**src/rtl/sdclk_pkg.sv**
```systemverilog
package sdclk_pkg;
  localparam int CTRL_W = 16;
  localparam int SEL_W  = 8;
  localparam int EN_BIT = 8;
  localparam int HALF_W = SEL_W + 1;

  // Half period in host cycles: highest set select bit k gives 2<<k; zero gives 1.
  function automatic logic [HALF_W-1:0] half_period(input logic [SEL_W-1:0] sel);
    logic [HALF_W-1:0] h;
    h = 1;
    for (int k = 0; k < SEL_W; k++) begin
      if (sel[k]) h = HALF_W'(2) << k;
    end
    return h;
  endfunction
endpackage

```
**src/rtl/sdclk_regs.sv**
```systemverilog
module sdclk_regs
  import sdclk_pkg::*;
(
  input  logic              clk,
  input  logic              rst_n,
  input  logic              wr_en,
  input  logic              wr_addr,
  input  logic [CTRL_W-1:0] wr_data,
  input  logic              rd_addr,
  output logic [CTRL_W-1:0] rd_data,
  output logic [SEL_W-1:0]  sel_o,
  output logic              run_o
);
  logic [EN_BIT:0] ctrl_q;
  logic            gate_q;

  always_ff @(posedge clk) begin
    if (!rst_n) begin
      ctrl_q <= '0;
      gate_q <= 1'b0;
    end else if (wr_en) begin
      if (!wr_addr) ctrl_q <= wr_data[EN_BIT:0];
      else          gate_q <= wr_data[EN_BIT];
    end
  end

  always_comb begin
    rd_data = '0;
    if (!rd_addr) rd_data[EN_BIT:0] = ctrl_q;
    else          rd_data[EN_BIT]   = gate_q;
  end

  assign sel_o = ctrl_q[SEL_W-1:0];
  assign run_o = ctrl_q[EN_BIT] & gate_q;

  p_write_r2: assert property (@(posedge clk) disable iff (!rst_n)
    (wr_en && !wr_addr) |=> (ctrl_q == $past(wr_data[EN_BIT:0])));
  p_gate_keep_r3: assert property (@(posedge clk) disable iff (!rst_n)
    (wr_en && !wr_addr) |=> $stable(gate_q));
endmodule

```
**src/rtl/sdclk_decode.sv**
```systemverilog
module sdclk_decode
  import sdclk_pkg::*;
(
  input  logic [SEL_W-1:0]  sel_i,
  output logic [HALF_W-1:0] half_o
);
  assign half_o = half_period(sel_i);

  always_comb begin
    assert (half_o != '0);
  end
endmodule

```
**src/rtl/sdclk_gen.sv**
```systemverilog
module sdclk_gen
  import sdclk_pkg::*;
(
  input  logic              clk,
  input  logic              rst_n,
  input  logic              req_run,
  input  logic [HALF_W-1:0] req_half,
  output logic              card_clk_o,
  output logic              card_stb_o,
  output logic              bypass_o
);
  logic              clk_q, stb_q, act_run;
  logic [HALF_W-1:0] cnt, act_half;
  logic [HALF_W-1:0] eff_half;
  logic              phase_end, rise_evt;

  // Settings follow the request only while the card clock is low.
  assign eff_half  = clk_q ? act_half : req_half;
  assign phase_end = (cnt >= eff_half - 1'b1);
  assign rise_evt  = !clk_q && req_run && phase_end;

  always_ff @(posedge clk) begin
    if (!rst_n) begin
      clk_q    <= 1'b0;
      stb_q    <= 1'b0;
      cnt      <= '0;
      act_run  <= 1'b0;
      act_half <= HALF_W'(1);
    end else begin
      if (!clk_q) begin
        act_run  <= req_run;
        act_half <= req_half;
      end
      stb_q <= rise_evt;
      if (!clk_q && !req_run) begin
        cnt <= '0;
      end else if (phase_end) begin
        cnt   <= '0;
        clk_q <= ~clk_q;
      end else begin
        cnt <= cnt + 1'b1;
      end
    end
  end

  assign card_clk_o = clk_q;
  assign card_stb_o = stb_q;
  assign bypass_o   = act_run && (act_half == HALF_W'(1));

  p_hold_high_r8: assert property (@(posedge clk) disable iff (!rst_n)
    (clk_q && $past(clk_q)) |-> $stable(act_half));
  p_stop_low_r7: assert property (@(posedge clk) disable iff (!rst_n)
    (!clk_q && !req_run) |=> !clk_q);
  p_stb_rise_r10: assert property (@(posedge clk) disable iff (!rst_n)
    $rose(clk_q) |-> stb_q);
  p_stb_high_r10: assert property (@(posedge clk) disable iff (!rst_n)
    stb_q |-> clk_q);
  p_cnt_bound_r4: assert property (@(posedge clk) disable iff (!rst_n)
    clk_q |-> (cnt < act_half));
endmodule

```
**src/rtl/sdclk_divider.sv**
```systemverilog
module sdclk_divider
  import sdclk_pkg::*;
(
  input  logic              clk,
  input  logic              rst_n,
  input  logic              wr_en,
  input  logic              wr_addr,
  input  logic [CTRL_W-1:0] wr_data,
  input  logic              rd_addr,
  output logic [CTRL_W-1:0] rd_data,
  output logic              card_clk_o,
  output logic              card_stb_o,
  output logic              bypass_o
);
  logic [SEL_W-1:0]  sel_w;
  logic              run_w;
  logic [HALF_W-1:0] half_w;

  sdclk_regs i_regs (
    .clk(clk), .rst_n(rst_n), .wr_en(wr_en), .wr_addr(wr_addr),
    .wr_data(wr_data), .rd_addr(rd_addr), .rd_data(rd_data),
    .sel_o(sel_w), .run_o(run_w)
  );

  sdclk_decode i_decode (.sel_i(sel_w), .half_o(half_w));

  sdclk_gen i_gen (
    .clk(clk), .rst_n(rst_n), .req_run(run_w), .req_half(half_w),
    .card_clk_o(card_clk_o), .card_stb_o(card_stb_o), .bypass_o(bypass_o)
  );

  p_bypass_run_r6: assert property (@(posedge clk) disable iff (!rst_n)
    (bypass_o && !card_clk_o) |-> (run_w || $past(run_w)));
endmodule

```
**config.mk**
```make
export PLATFORM = sky130hd
export DESIGN_NAME = sdclk_divider
export DESIGN_NICKNAME = d
export VERILOG_FILES = /design/src/rtl/sdclk_pkg.sv /design/src/rtl/sdclk_regs.sv /design/src/rtl/sdclk_decode.sv /design/src/rtl/sdclk_gen.sv /design/src/rtl/sdclk_divider.sv
export SDC_FILE = /design/constraint.sdc
export NUM_CORES = 1
export LEC_CHECK = 0
export BUFFER_PORTS_ARGS = -buffer_cell sky130_fd_sc_hd__clkbuf_2
export CAP_MARGIN = 15
export CORE_ASPECT_RATIO = 0.5
export CORE_MARGIN = 8
export CORE_UTILIZATION = 25
export DETAILED_ROUTE_END_ITERATION = 10
export SYNTH_ARGS = -nofsm -noshare
export SYNTH_HDL_FRONTEND = slang
export SYNTH_HIERARCHICAL = 1
export SYNTH_SLANG_ARGS = --single-unit
```
**constraint.sdc**
```tcl
create_clock -name clk -period 3.1 [get_ports clk]
set_input_delay 0.775 -clock clk [delete_from_list [all_inputs] [get_ports clk]]
set_output_delay 0.775 -clock clk [all_outputs]
set_load 0.01 [all_outputs]
```
==> flow_results.xml, run 1 <==
<?xml version="1.0" encoding="UTF-8"?>
<metrics>
  <group name="sta">
    <metric name="timing.clock.skew" unit="ns">0.00378</metric>
    <metric name="least_margin_pin_slew" unit="ns">0.550</metric>
    <metric name="fin_worst_hold_slack" unit="ns">0.461</metric>
    <metric name="report.final.slew_viol_count" unit="">0</metric>
    <metric name="period_needed" unit="ns">2.86</metric>
    <metric name="period_share" unit="%">92.4</metric>
    <metric name="timing.fmax" unit="MHz">349</metric>
    <metric name="hold_violations" unit="">0</metric>
    <metric name="totalNegativeSetupSlack" unit="ns">0</metric>
    <metric name="max-slew-margin-rel" unit="%">63.3</metric>
    <metric name="finalSetupViolCount" unit="">0</metric>
    <metric name="rsz0062_at_grt" unit="">false</metric>
  </group>
  <group name="grt">
    <metric name="global_route_wire_length_before_repair" unit="um">6690</metric>
    <metric name="grt.overflow.total" unit="">0</metric>
    <metric name="via_count_of_the_first_global_routing_pass" unit="">1508</metric>
    <metric name="grt_max_degree" unit="">32</metric>
    <metric name="grt_antenna_before_repair" unit="">0</metric>
    <metric name="grtUsageTotal" unit="%">7.43</metric>
  </group>
  <group name="drt">
    <metric name="routed_antenna_nets" unit="">0</metric>
    <metric name="detailedRoute.firstPassIterationCount" unit="">4</metric>
    <metric name="wl" unit="um">3920</metric>
    <metric name="post_drt_via_cell_ratio" unit="">4.34</metric>
    <metric name="detail_route.drc_violations" unit="">0</metric>
    <metric name="routed-via-count" unit="">1459</metric>
    <metric name="drt-initial-drc-count" unit="">42</metric>
    <metric name="routed_wire_length_per_instance" unit="um">11.7</metric>
  </group>
  <group name="floorplanning">
    <metric name="rows" unit="">22</metric>
    <metric name="boundaryPins" unit="">40</metric>
    <metric name="die_h" unit="um">78.2</metric>
    <metric name="design.core.area" unit="sq um">7400</metric>
    <metric name="dieArea" unit="sq um">11000</metric>
    <metric name="die_w" unit="um">140</metric>
    <metric name="initial_core_util" unit="%">26.1</metric>
  </group>
  <group name="cells_and_area">
    <metric name="antenna_cells" unit="">0</metric>
    <metric name="syn_to_final_growth" unit="%">15.2</metric>
    <metric name="drive_gt1_share" unit="%">23.3</metric>
    <metric name="layout.area.seq" unit="sq um">621</metric>
    <metric name="num-fill-cells" unit="">778</metric>
    <metric name="finalNetCount" unit="">271</metric>
    <metric name="multi_input_area" unit="sq um">1150</metric>
  </group>
  <group name="synth">
    <metric name="synth.ff_latch_count" unit="">31</metric>
    <metric name="synth_area_per_cell" unit="sq um">8.90</metric>
    <metric name="async_flop_share" unit="%">0</metric>
    <metric name="synth-main-ff-cell" unit="">sky130_fd_sc_hd__dfxtp_1</metric>
    <metric name="number_of_flops_mapped_to_enable_cells_by_yosys" unit="">0</metric>
    <metric name="yosysWarnings" unit="">6</metric>
    <metric name="share_of_synthesized_area_occupied_by_flip_flops_and_latches" unit="%">32.1</metric>
    <metric name="synthDistinctLibCells" unit="">45</metric>
    <metric name="synth_area" unit="sq um">1930</metric>
    <metric name="postSynthCellCount" unit="">217</metric>
  </group>
  <group name="critical_path">
    <metric name="path_class" unit="">reg2reg</metric>
    <metric name="crit_arrival" unit="ns">3.07</metric>
    <metric name="crit_path_end_kind" unit="">flip-flop</metric>
    <metric name="crit_path_max_fanout" unit="">5</metric>
    <metric name="worst_reg2reg_path_depth" unit="">13</metric>
    <metric name="r2r-end" unit="">i_gen/cnt[5]$_SDFF_PP0_</metric>
    <metric name="required" unit="ns">3.31</metric>
    <metric name="reg2reg_from" unit="">i_regs/ctrl_q[4]$_SDFFE_PN0P_</metric>
    <metric name="reg2reg_setup_slack" unit="ns">0.24</metric>
    <metric name="worst_setup_path_start_kind" unit="">flip-flop</metric>
  </group>
  <group name="power">
    <metric name="cellPowerDensity" unit="nW/um^2">477</metric>
    <metric name="seq_power_share" unit="%">39.7</metric>
    <metric name="p_switching" unit="mW">0.265</metric>
    <metric name="total_leakage_power" unit="nW">0.916</metric>
    <metric name="combinationalPowerShare" unit="%">17.5</metric>
    <metric name="intPower" unit="mW">0.797</metric>
    <metric name="clock_power_share" unit="%">42.8</metric>
    <metric name="irDropWorstVdd" unit="mV">0.377</metric>
    <metric name="power.share.switching" unit="%">24.9</metric>
  </group>
  <group name="placed_design">
    <metric name="portBuffers" unit="">25</metric>
    <metric name="gp_congestion" unit="">0.787</metric>
    <metric name="detailed_place_hpwl" unit="um">3060</metric>
  </group>
  <group name="cts">
    <metric name="post_cts_hold_buffer_count" unit="">0</metric>
    <metric name="clock_path_buffers" unit="">2</metric>
    <metric name="cts-buffers-inserted" unit="">5</metric>
    <metric name="htree_num_levels" unit="">2</metric>
    <metric name="tritoncts_clock_tree" unit="">yes</metric>
    <metric name="root_buffer" unit="">sky130_fd_sc_hd__clkbuf_16</metric>
    <metric name="insertion_delay" unit="ns">0.27</metric>
    <metric name="clk_pin_slew" unit="ns">0.05</metric>
    <metric name="clkSinkCount" unit="">31</metric>
  </group>
  <group name="worst_hold_path">
    <metric name="timing.hold.worst.class" unit="">reg2reg</metric>
    <metric name="hold-path-cell-count" unit="">2</metric>
    <metric name="hold_path_startpoint" unit="">i_gen/act_run$_SDFFE_PN0N_</metric>
    <metric name="worstHoldEndpoint" unit="">i_gen/act_run$_SDFFE_PN0N_</metric>
  </group>
  <group name="outcome">
    <metric name="outcome" unit="">finished, final reports clean</metric>
  </group>
  <group name="flow_run">
    <metric name="number_of_maximum_capacitance_violations" unit="">0</metric>
  </group>
</metrics>
-- per-layer routing --
layer / up-vias / wire (um) / track usage, %
met3: 6 / 205 / 2.78
met5: - / 0 / 0
li1: 750 / - / -
met1: 666 / 1870 / 8.22
met4: 0 / 82 / 3.65
met2: 37 / 1760 / 12.5
-- cells in the mapped netlist, types with 2 or more instances --
library cell | number | area, sq um
sky130_fd_sc_hd__dfxtp_1 | 31 | 621
sky130_fd_sc_hd__nand2_1 | 25 | 93.8
sky130_fd_sc_hd__mux2i_1 | 19 | 190
sky130_fd_sc_hd__nor2_1 | 19 | 71.3
sky130_fd_sc_hd__buf_4 | 17 | 128
sky130_fd_sc_hd__nor2b_1 | 14 | 87.6
sky130_fd_sc_hd__ha_1 | 11 | 138
sky130_fd_sc_hd__a21oi_1 | 10 | 50.1
sky130_fd_sc_hd__nand3_1 | 7 | 35.0
sky130_fd_sc_hd__xnor2_1 | 7 | 61.3
sky130_fd_sc_hd__xor2_1 | 7 | 61.3
sky130_fd_sc_hd__nor3_1 | 6 | 30.0
sky130_fd_sc_hd__buf_6 | 4 | 45.0
sky130_fd_sc_hd__inv_1 | 4 | 15.0
sky130_fd_sc_hd__o21ai_1 | 3 | 15.0
sky130_fd_sc_hd__and2b_1 | 2 | 15.0
sky130_fd_sc_hd__nor3b_2 | 2 | 25.0
sky130_fd_sc_hd__nor4b_1 | 2 | 17.5
-- sequential cells by signal, indices dropped and copies added, names as in the netlist --
register / flops
i_regs/ctrl_q: 9
i_gen/card_stb_o: 1
i_gen/cnt: 9
i_gen/act_half: 9
i_gen/card_clk_o: 1
i_regs/gate_q: 1
i_gen/act_run: 1
-- power by group through the flow --
stage / clock network (mW) / registers (mW) / logic, mW
finish: 0.455 / 0.422 / 0.186
global route: 0.488 / 0.423 / 0.211
CTS: 0.466 / 0.422 / 0.181
detailed placement: 0 / 0.429 / 0.178
global placement: 0 / 0.428 / 0.173
floorplan: 0 / 0.425 / 0.149
-- critical path, cell delays in order (launching register included) --
cell	delay [ns]
sky130_fd_sc_hd__dfxtp_1	0.35
sky130_fd_sc_hd__nor4_4	0.36
sky130_fd_sc_hd__and4b_1	0.29
sky130_fd_sc_hd__mux2i_4	0.09
sky130_fd_sc_hd__ha_2	0.20
sky130_fd_sc_hd__o21ai_2	0.06
sky130_fd_sc_hd__or2_1	0.15
sky130_fd_sc_hd__nor2_1	0.06
sky130_fd_sc_hd__xor2_1	0.14
sky130_fd_sc_hd__ha_1	0.35
sky130_fd_sc_hd__a21oi_2	0.15
sky130_fd_sc_hd__o21ai_1	0.11
sky130_fd_sc_hd__a211o_2	0.35
sky130_fd_sc_hd__nor2_2	0.12
-- cell families (layout without fill, tap and decap cells) --
| logic type | count (synthesis) | in the layout | synth area share, % |
|---|---|---|---|
| AND/OR/NAND/NOR | 94 | 94 | 26.7 |
| flip-flops | 31 | 31 | 32.1 |
| buffers and inverters | 28 | 44 | 10.9 |
| multiplexers | 21 | 21 | 11.6 |
| AO/OA/AOI/OAI | 17 | 18 | 4.92 |
| XOR/XNOR | 14 | 14 | 6.35 |
| adder cells (fa/ha/maj) | 11 | 11 | 7.12 |
| other | 1 | 7 | 0.194 |
-- layout by cell type, fill, tap and decap left out, drive strengths merged, types with 3 or more instances in the layout --
master and count:
nor2 20, conb 7, buf 7, ha 11
nor3b 3, nand3 7, nand2 25, inv 4
xnor2 7, nor3 7, xor2 7, dfxtp 31
o21ai 5, clkbuf 32, nor2b 15, a21oi 10
mux2i 20, and2b 3
-- how the worst max path moves through the flow --
| stage | from | end | slack [ns] |
|---|---|---|---|
| after floorplan | i_gen/card_clk_o$_SDFFE_PN0P_ | i_gen/cnt[2]$_SDFF_PP0_ | 0.14 |
| after detailed placement | i_regs/ctrl_q[6]$_SDFFE_PN0P_ | i_gen/cnt[6]$_SDFF_PP0_ | 0.03 |
| final | i_regs/ctrl_q[4]$_SDFFE_PN0P_ | i_gen/cnt[5]$_SDFF_PP0_ | 0.24 |
| after global placement | i_regs/ctrl_q[6]$_SDFFE_PN0P_ | i_gen/cnt[8]$_SDFF_PP0_ | 0.09 |
| after CTS | i_regs/ctrl_q[6]$_SDFFE_PN0P_ | i_gen/cnt[5]$_SDFF_PP0_ | 0.05 |
| after global routing | i_regs/ctrl_q[4]$_SDFFE_PN0P_ | i_gen/cnt[7]$_SDFF_PP0_ | 0.001 |
-- timing repair --
item,in CTS,in global routing
buffers inserted,0,1
hold endpoints to repair,0,0
setup endpoints to repair,2,10
gates cloned,0,1
pin swaps,0,5
resized for setup,1,6
-- final cells by class --
class                   instances  share of cell area (%)
clock buffers                   7                    5.96
clock inverters                 1                   0.225
inverters                       4                   0.675
multi-input cells             165                    51.9
flip-flops and latches         31                    27.9
well taps                      96                    5.40
repair buffers                 32                    7.99
-- per-stage QoR --
stage	setup WS, ns	power (mW)	area, sq um	cells	utilization, %
CTS	0.0524	1.07	2190	334	29.6
finish	0.237	1.06	2220	336	30.0
floorplan	0.139	0.574	1950	223	-
detailed placement	0.0309	0.607	2050	326	27.7
global route	0.000998	1.12	2220	336	30.0
global placement	0.0950	0.601	2050	326	27.7
Power figures use the tool's default switching activity.
==> inputs of run 2 (changes only) <==
--- a/config.mk
+++ b/config.mk
@@ -5,6 +5,7 @@
 export SDC_FILE = /design/constraint.sdc
 export NUM_CORES = 1
 export LEC_CHECK = 0
+export ABC_AREA = 1
 export BUFFER_PORTS_ARGS = -buffer_cell sky130_fd_sc_hd__clkbuf_2
 export CAP_MARGIN = 15
 export CORE_ASPECT_RATIO = 0.5
==> run 2 against run 1 <==
Against the previous run:
- non-clock buffer count shrank 5
- register-to-register slack improved by 0.22 ns
- die area rose by 4.7%
- critical path type unchanged
- largest cell class unchanged
- largest power group unchanged
- highest routed layer unchanged
==> flow_results.xml, run 2 <==
<?xml version="1.0" encoding="UTF-8"?>
<metrics>
  <group name="synth">
    <metric name="share_of_synthesized_area_occupied_by_flip_flops_and_latches" unit="%">30.4</metric>
    <metric name="number_of_flops_mapped_to_enable_cells_by_yosys" unit="">0</metric>
    <metric name="synth.ff_latch_count" unit="">31</metric>
    <metric name="async_flop_share" unit="%">0</metric>
    <metric name="synth_area_per_cell" unit="sq um">6.66</metric>
    <metric name="yosys.cell_count.top_type" unit="">sky130_fd_sc_hd__nor2_1</metric>
    <metric name="synth_area" unit="sq um">2040</metric>
    <metric name="synthDistinctLibCells" unit="">31</metric>
    <metric name="synth_common_cells" unit="">64 x sky130_fd_sc_hd__nor2_1, 59 x sky130_fd_sc_hd__nand2_1, 47 x sky130_fd_sc_hd__inv_1</metric>
    <metric name="yosysWarnings" unit="">6</metric>
    <metric name="synth-main-ff-cell" unit="">sky130_fd_sc_hd__dfxtp_1</metric>
    <metric name="synth_largest_area_cell" unit="">sky130_fd_sc_hd__dfxtp_1</metric>
    <metric name="synth_top_cell_area_share" unit="%">30.4</metric>
    <metric name="synth.area.top_cells" unit="">sky130_fd_sc_hd__dfxtp_1 30%, sky130_fd_sc_hd__nor2_1 12%, sky130_fd_sc_hd__nand2_1 11%</metric>
    <metric name="postSynthCellCount" unit="">306</metric>
  </group>
  <group name="drt">
    <metric name="post_drt_via_cell_ratio" unit="">3.88</metric>
    <metric name="wl" unit="um">3960</metric>
    <metric name="detailedRoute.firstPassIterationCount" unit="">7</metric>
    <metric name="drt-initial-drc-count" unit="">83</metric>
    <metric name="routed-via-count" unit="">1700</metric>
    <metric name="routed_antenna_nets" unit="">0</metric>
    <metric name="detail_route.drc_violations" unit="">0</metric>
    <metric name="routed_wire_length_per_instance" unit="um">9.04</metric>
  </group>
  <group name="floorplanning">
    <metric name="die_h" unit="um">79.9</metric>
    <metric name="design.core.area" unit="sq um">7970</metric>
    <metric name="rows" unit="">23</metric>
    <metric name="initial_core_util" unit="%">25.6</metric>
    <metric name="dieArea" unit="sq um">11500</metric>
    <metric name="die_w" unit="um">144</metric>
    <metric name="boundaryPins" unit="">40</metric>
  </group>
  <group name="cells_and_area">
    <metric name="antenna_cells" unit="">0</metric>
    <metric name="mostFrequentLayoutCell" unit="">sky130_fd_sc_hd__nor2_1</metric>
    <metric name="final_core_utilization" unit="%">29.5</metric>
    <metric name="postLayoutCellArea" unit="sq um">2350</metric>
    <metric name="syn_to_final_growth" unit="%">15.2</metric>
    <metric name="num-fill-cells" unit="">886</metric>
    <metric name="most-common-layout-cells" unit="">64 x sky130_fd_sc_hd__nor2_1, 59 x sky130_fd_sc_hd__nand2_1, 47 x sky130_fd_sc_hd__inv_1, 31 x sky130_fd_sc_hd__dfxtp_1, 25 x sky130_fd_sc_hd__clkbuf_2</metric>
    <metric name="largestRegisters" unit="">i_gen/act_half: 9 flops, i_gen/cnt: 9 flops, i_regs/ctrl_q: 9 flops</metric>
    <metric name="layout.cells.non_filler" unit="">438</metric>
    <metric name="finalNetCount" unit="">357</metric>
    <metric name="drive_gt1_share" unit="%">18.4</metric>
  </group>
  <group name="placed_design">
    <metric name="portBuffers" unit="">25</metric>
    <metric name="detailed_place_hpwl" unit="um">3220</metric>
    <metric name="numPlacedInstances" unit="">430</metric>
    <metric name="gp_congestion" unit="">0.770</metric>
    <metric name="detailedPlace.worstSlack" unit="ns">0.418</metric>
    <metric name="post_dp_area" unit="sq um">2170</metric>
  </group>
  <group name="sta">
    <metric name="period_needed" unit="ns">2.64</metric>
    <metric name="hold_violations" unit="">0</metric>
    <metric name="totalNegativeSetupSlack" unit="ns">0</metric>
    <metric name="timing.clock.skew" unit="ns">0.00455</metric>
    <metric name="report.final.slew_viol_count" unit="">0</metric>
    <metric name="fin_worst_hold_slack" unit="ns">0.463</metric>
    <metric name="rsz0062_at_grt" unit="">false</metric>
    <metric name="postLayoutSetupSlackWorst" unit="ns">0.456</metric>
    <metric name="timing.fmax" unit="MHz">378</metric>
    <metric name="finalSetupViolCount" unit="">0</metric>
    <metric name="period_share" unit="%">85.3</metric>
  </group>
  <group name="cts">
    <metric name="clkSinkCount" unit="">31</metric>
    <metric name="cts_resized" unit="">0</metric>
    <metric name="clk_pin_slew" unit="ns">0.05</metric>
    <metric name="clock_path_buffers" unit="">2</metric>
    <metric name="post-cts-setup-buffers" unit="">0</metric>
    <metric name="post_cts_hold_buffer_count" unit="">0</metric>
    <metric name="cts-buffers-inserted" unit="">5</metric>
    <metric name="tritoncts_clock_tree" unit="">yes</metric>
    <metric name="htree_num_levels" unit="">2</metric>
    <metric name="insertion_delay" unit="ns">0.28</metric>
    <metric name="root_buffer" unit="">sky130_fd_sc_hd__clkbuf_16</metric>
  </group>
  <group name="critical_path">
    <metric name="required" unit="ns">3.30</metric>
    <metric name="crit_path_max_fanout" unit="">9</metric>
    <metric name="crit_arrival" unit="ns">2.85</metric>
    <metric name="crit_path_end_kind" unit="">flip-flop</metric>
    <metric name="path_class" unit="">reg2reg</metric>
    <metric name="worst_setup_path_start_kind" unit="">flip-flop</metric>
  </group>
  <group name="power">
    <metric name="total_power" unit="mW">1.18</metric>
    <metric name="total_leakage_power" unit="nW">1.16</metric>
    <metric name="irDropWorstVdd" unit="mV">0.299</metric>
    <metric name="cellPowerDensity" unit="nW/um^2">503</metric>
  </group>
  <group name="grt">
    <metric name="grt.overflow.total" unit="">0</metric>
    <metric name="groute.layer.met3.usage" unit="%">1.73</metric>
    <metric name="grt_antenna_before_repair" unit="">0</metric>
    <metric name="routing_usage_on_met1" unit="%">9.04</metric>
    <metric name="via_count_of_the_first_global_routing_pass" unit="">1642</metric>
    <metric name="globalRouteMet2Util" unit="%">12.9</metric>
    <metric name="grtUsageTotal" unit="%">7.59</metric>
    <metric name="gr-max-usage-layer" unit="">met2</metric>
    <metric name="grt_max_degree" unit="">14</metric>
    <metric name="global_route_wire_length_before_repair" unit="um">7180</metric>
  </group>
  <group name="flow_run">
    <metric name="number_of_maximum_capacitance_violations" unit="">0</metric>
  </group>
  <group name="outcome">
    <metric name="outcome" unit="">finished, final reports clean</metric>
  </group>
  <group name="worst_hold_path">
    <metric name="timing.hold.worst.class" unit="">reg2reg</metric>
  </group>
</metrics>
==> run 2: changes by cell type after synthesis, sizes merged, moves of 4 or more <==
| cell | previous run | this run |
|---|---|---|
| a21oi | 10 | 5 |
| inv | 4 | 50 |
| mux2i | 20 | 0 |
| nand2 | 25 | 65 |
| nand3 | 7 | 21 |
| nor2 | 20 | 70 |
| nor2b | 15 | 0 |
| nor3 | 7 | 3 |
| o21ai | 5 | 11 |
==> run 2: path summary, 6_finish.rpt <==
| path | from | endpoint | slack [ns] | cells after the start |
|---|---|---|---|---|
| max | i_regs/ctrl_q[7]$_SDFFE_PN0P_ | i_gen/cnt[8]$_SDFF_PP0_ | 0.46 | 17 |
| min | i_gen/cnt[0]$_SDFF_PP0_ | i_gen/cnt[0]$_SDFF_PP0_ | 0.46 | 1 |
| max reg2reg | i_regs/ctrl_q[7]$_SDFFE_PN0P_ | i_gen/cnt[8]$_SDFF_PP0_ | 0.46 | 17 |
| min reg2reg | i_gen/cnt[0]$_SDFF_PP0_ | i_gen/cnt[0]$_SDFF_PP0_ | 0.46 | 1 |
==> run 2: per-layer routing <==
| metal | wire length [um] | share of wire [%] |
|---|---|---|
| met1 | 1990 | 50 |
| met2 | 1790 | 45 |
| met3 | 111 | 2.8 |
| met4 | 63 | 1.6 |
| met5 | 0 | 0 |
==> run 2: where the power goes <==
part | switching, mW | internal [mW]
logic | 0.113 | 0.0722
clock network | 0.173 | 0.399
registers | 0.0116 | 0.413
==> run 2: cell families (layout without fill, tap and decap cells) <==
group                    after synthesis  after routing  share of synthesized area [%]
AO/OA/AOI/OAI                         18             18                           5.95
XOR/XNOR                               9              9                           3.86
adder cells (fa/ha/maj)               11             11                           6.75
buffers and inverters                 72             86                           17.6
flip-flops                            31             31                           30.4
other                                  1              7                          0.184
AND/OR/NAND/NOR                      164            164                           35.2
==> run 2: critical path: stages (launching register included) <==
cell,delay (ns)
sky130_fd_sc_hd__dfxtp_1,0.42
sky130_fd_sc_hd__nor2_2,0.07
sky130_fd_sc_hd__nand2_2,0.10
sky130_fd_sc_hd__nor2_1,0.06
sky130_fd_sc_hd__nand2_1,0.05
sky130_fd_sc_hd__and2_2,0.19
sky130_fd_sc_hd__ha_1,0.18
sky130_fd_sc_hd__inv_1,0.08
sky130_fd_sc_hd__nor3_4,0.24
sky130_fd_sc_hd__xor2_1,0.17
sky130_fd_sc_hd__ha_1,0.26
sky130_fd_sc_hd__nand2_1,0.07
sky130_fd_sc_hd__inv_1,0.04
sky130_fd_sc_hd__a21oi_1,0.13
sky130_fd_sc_hd__nand2_1,0.08
sky130_fd_sc_hd__nand2_1,0.11
sky130_fd_sc_hd__nand3_2,0.19
sky130_fd_sc_hd__nor2_1,0.14
==> run 2: final cells by class <==
type	instances	area, sq um	area share (%)
Clock inverter	2	35.0	1.49
Timing Repair Buffer	27	140	5.97
Sequential cell	31	621	26.4
Multi-Input combinational cell	209	1080	46.1
Inverter	51	191	8.15
Clock buffer	6	139	5.91
Tap cell	112	140	5.97
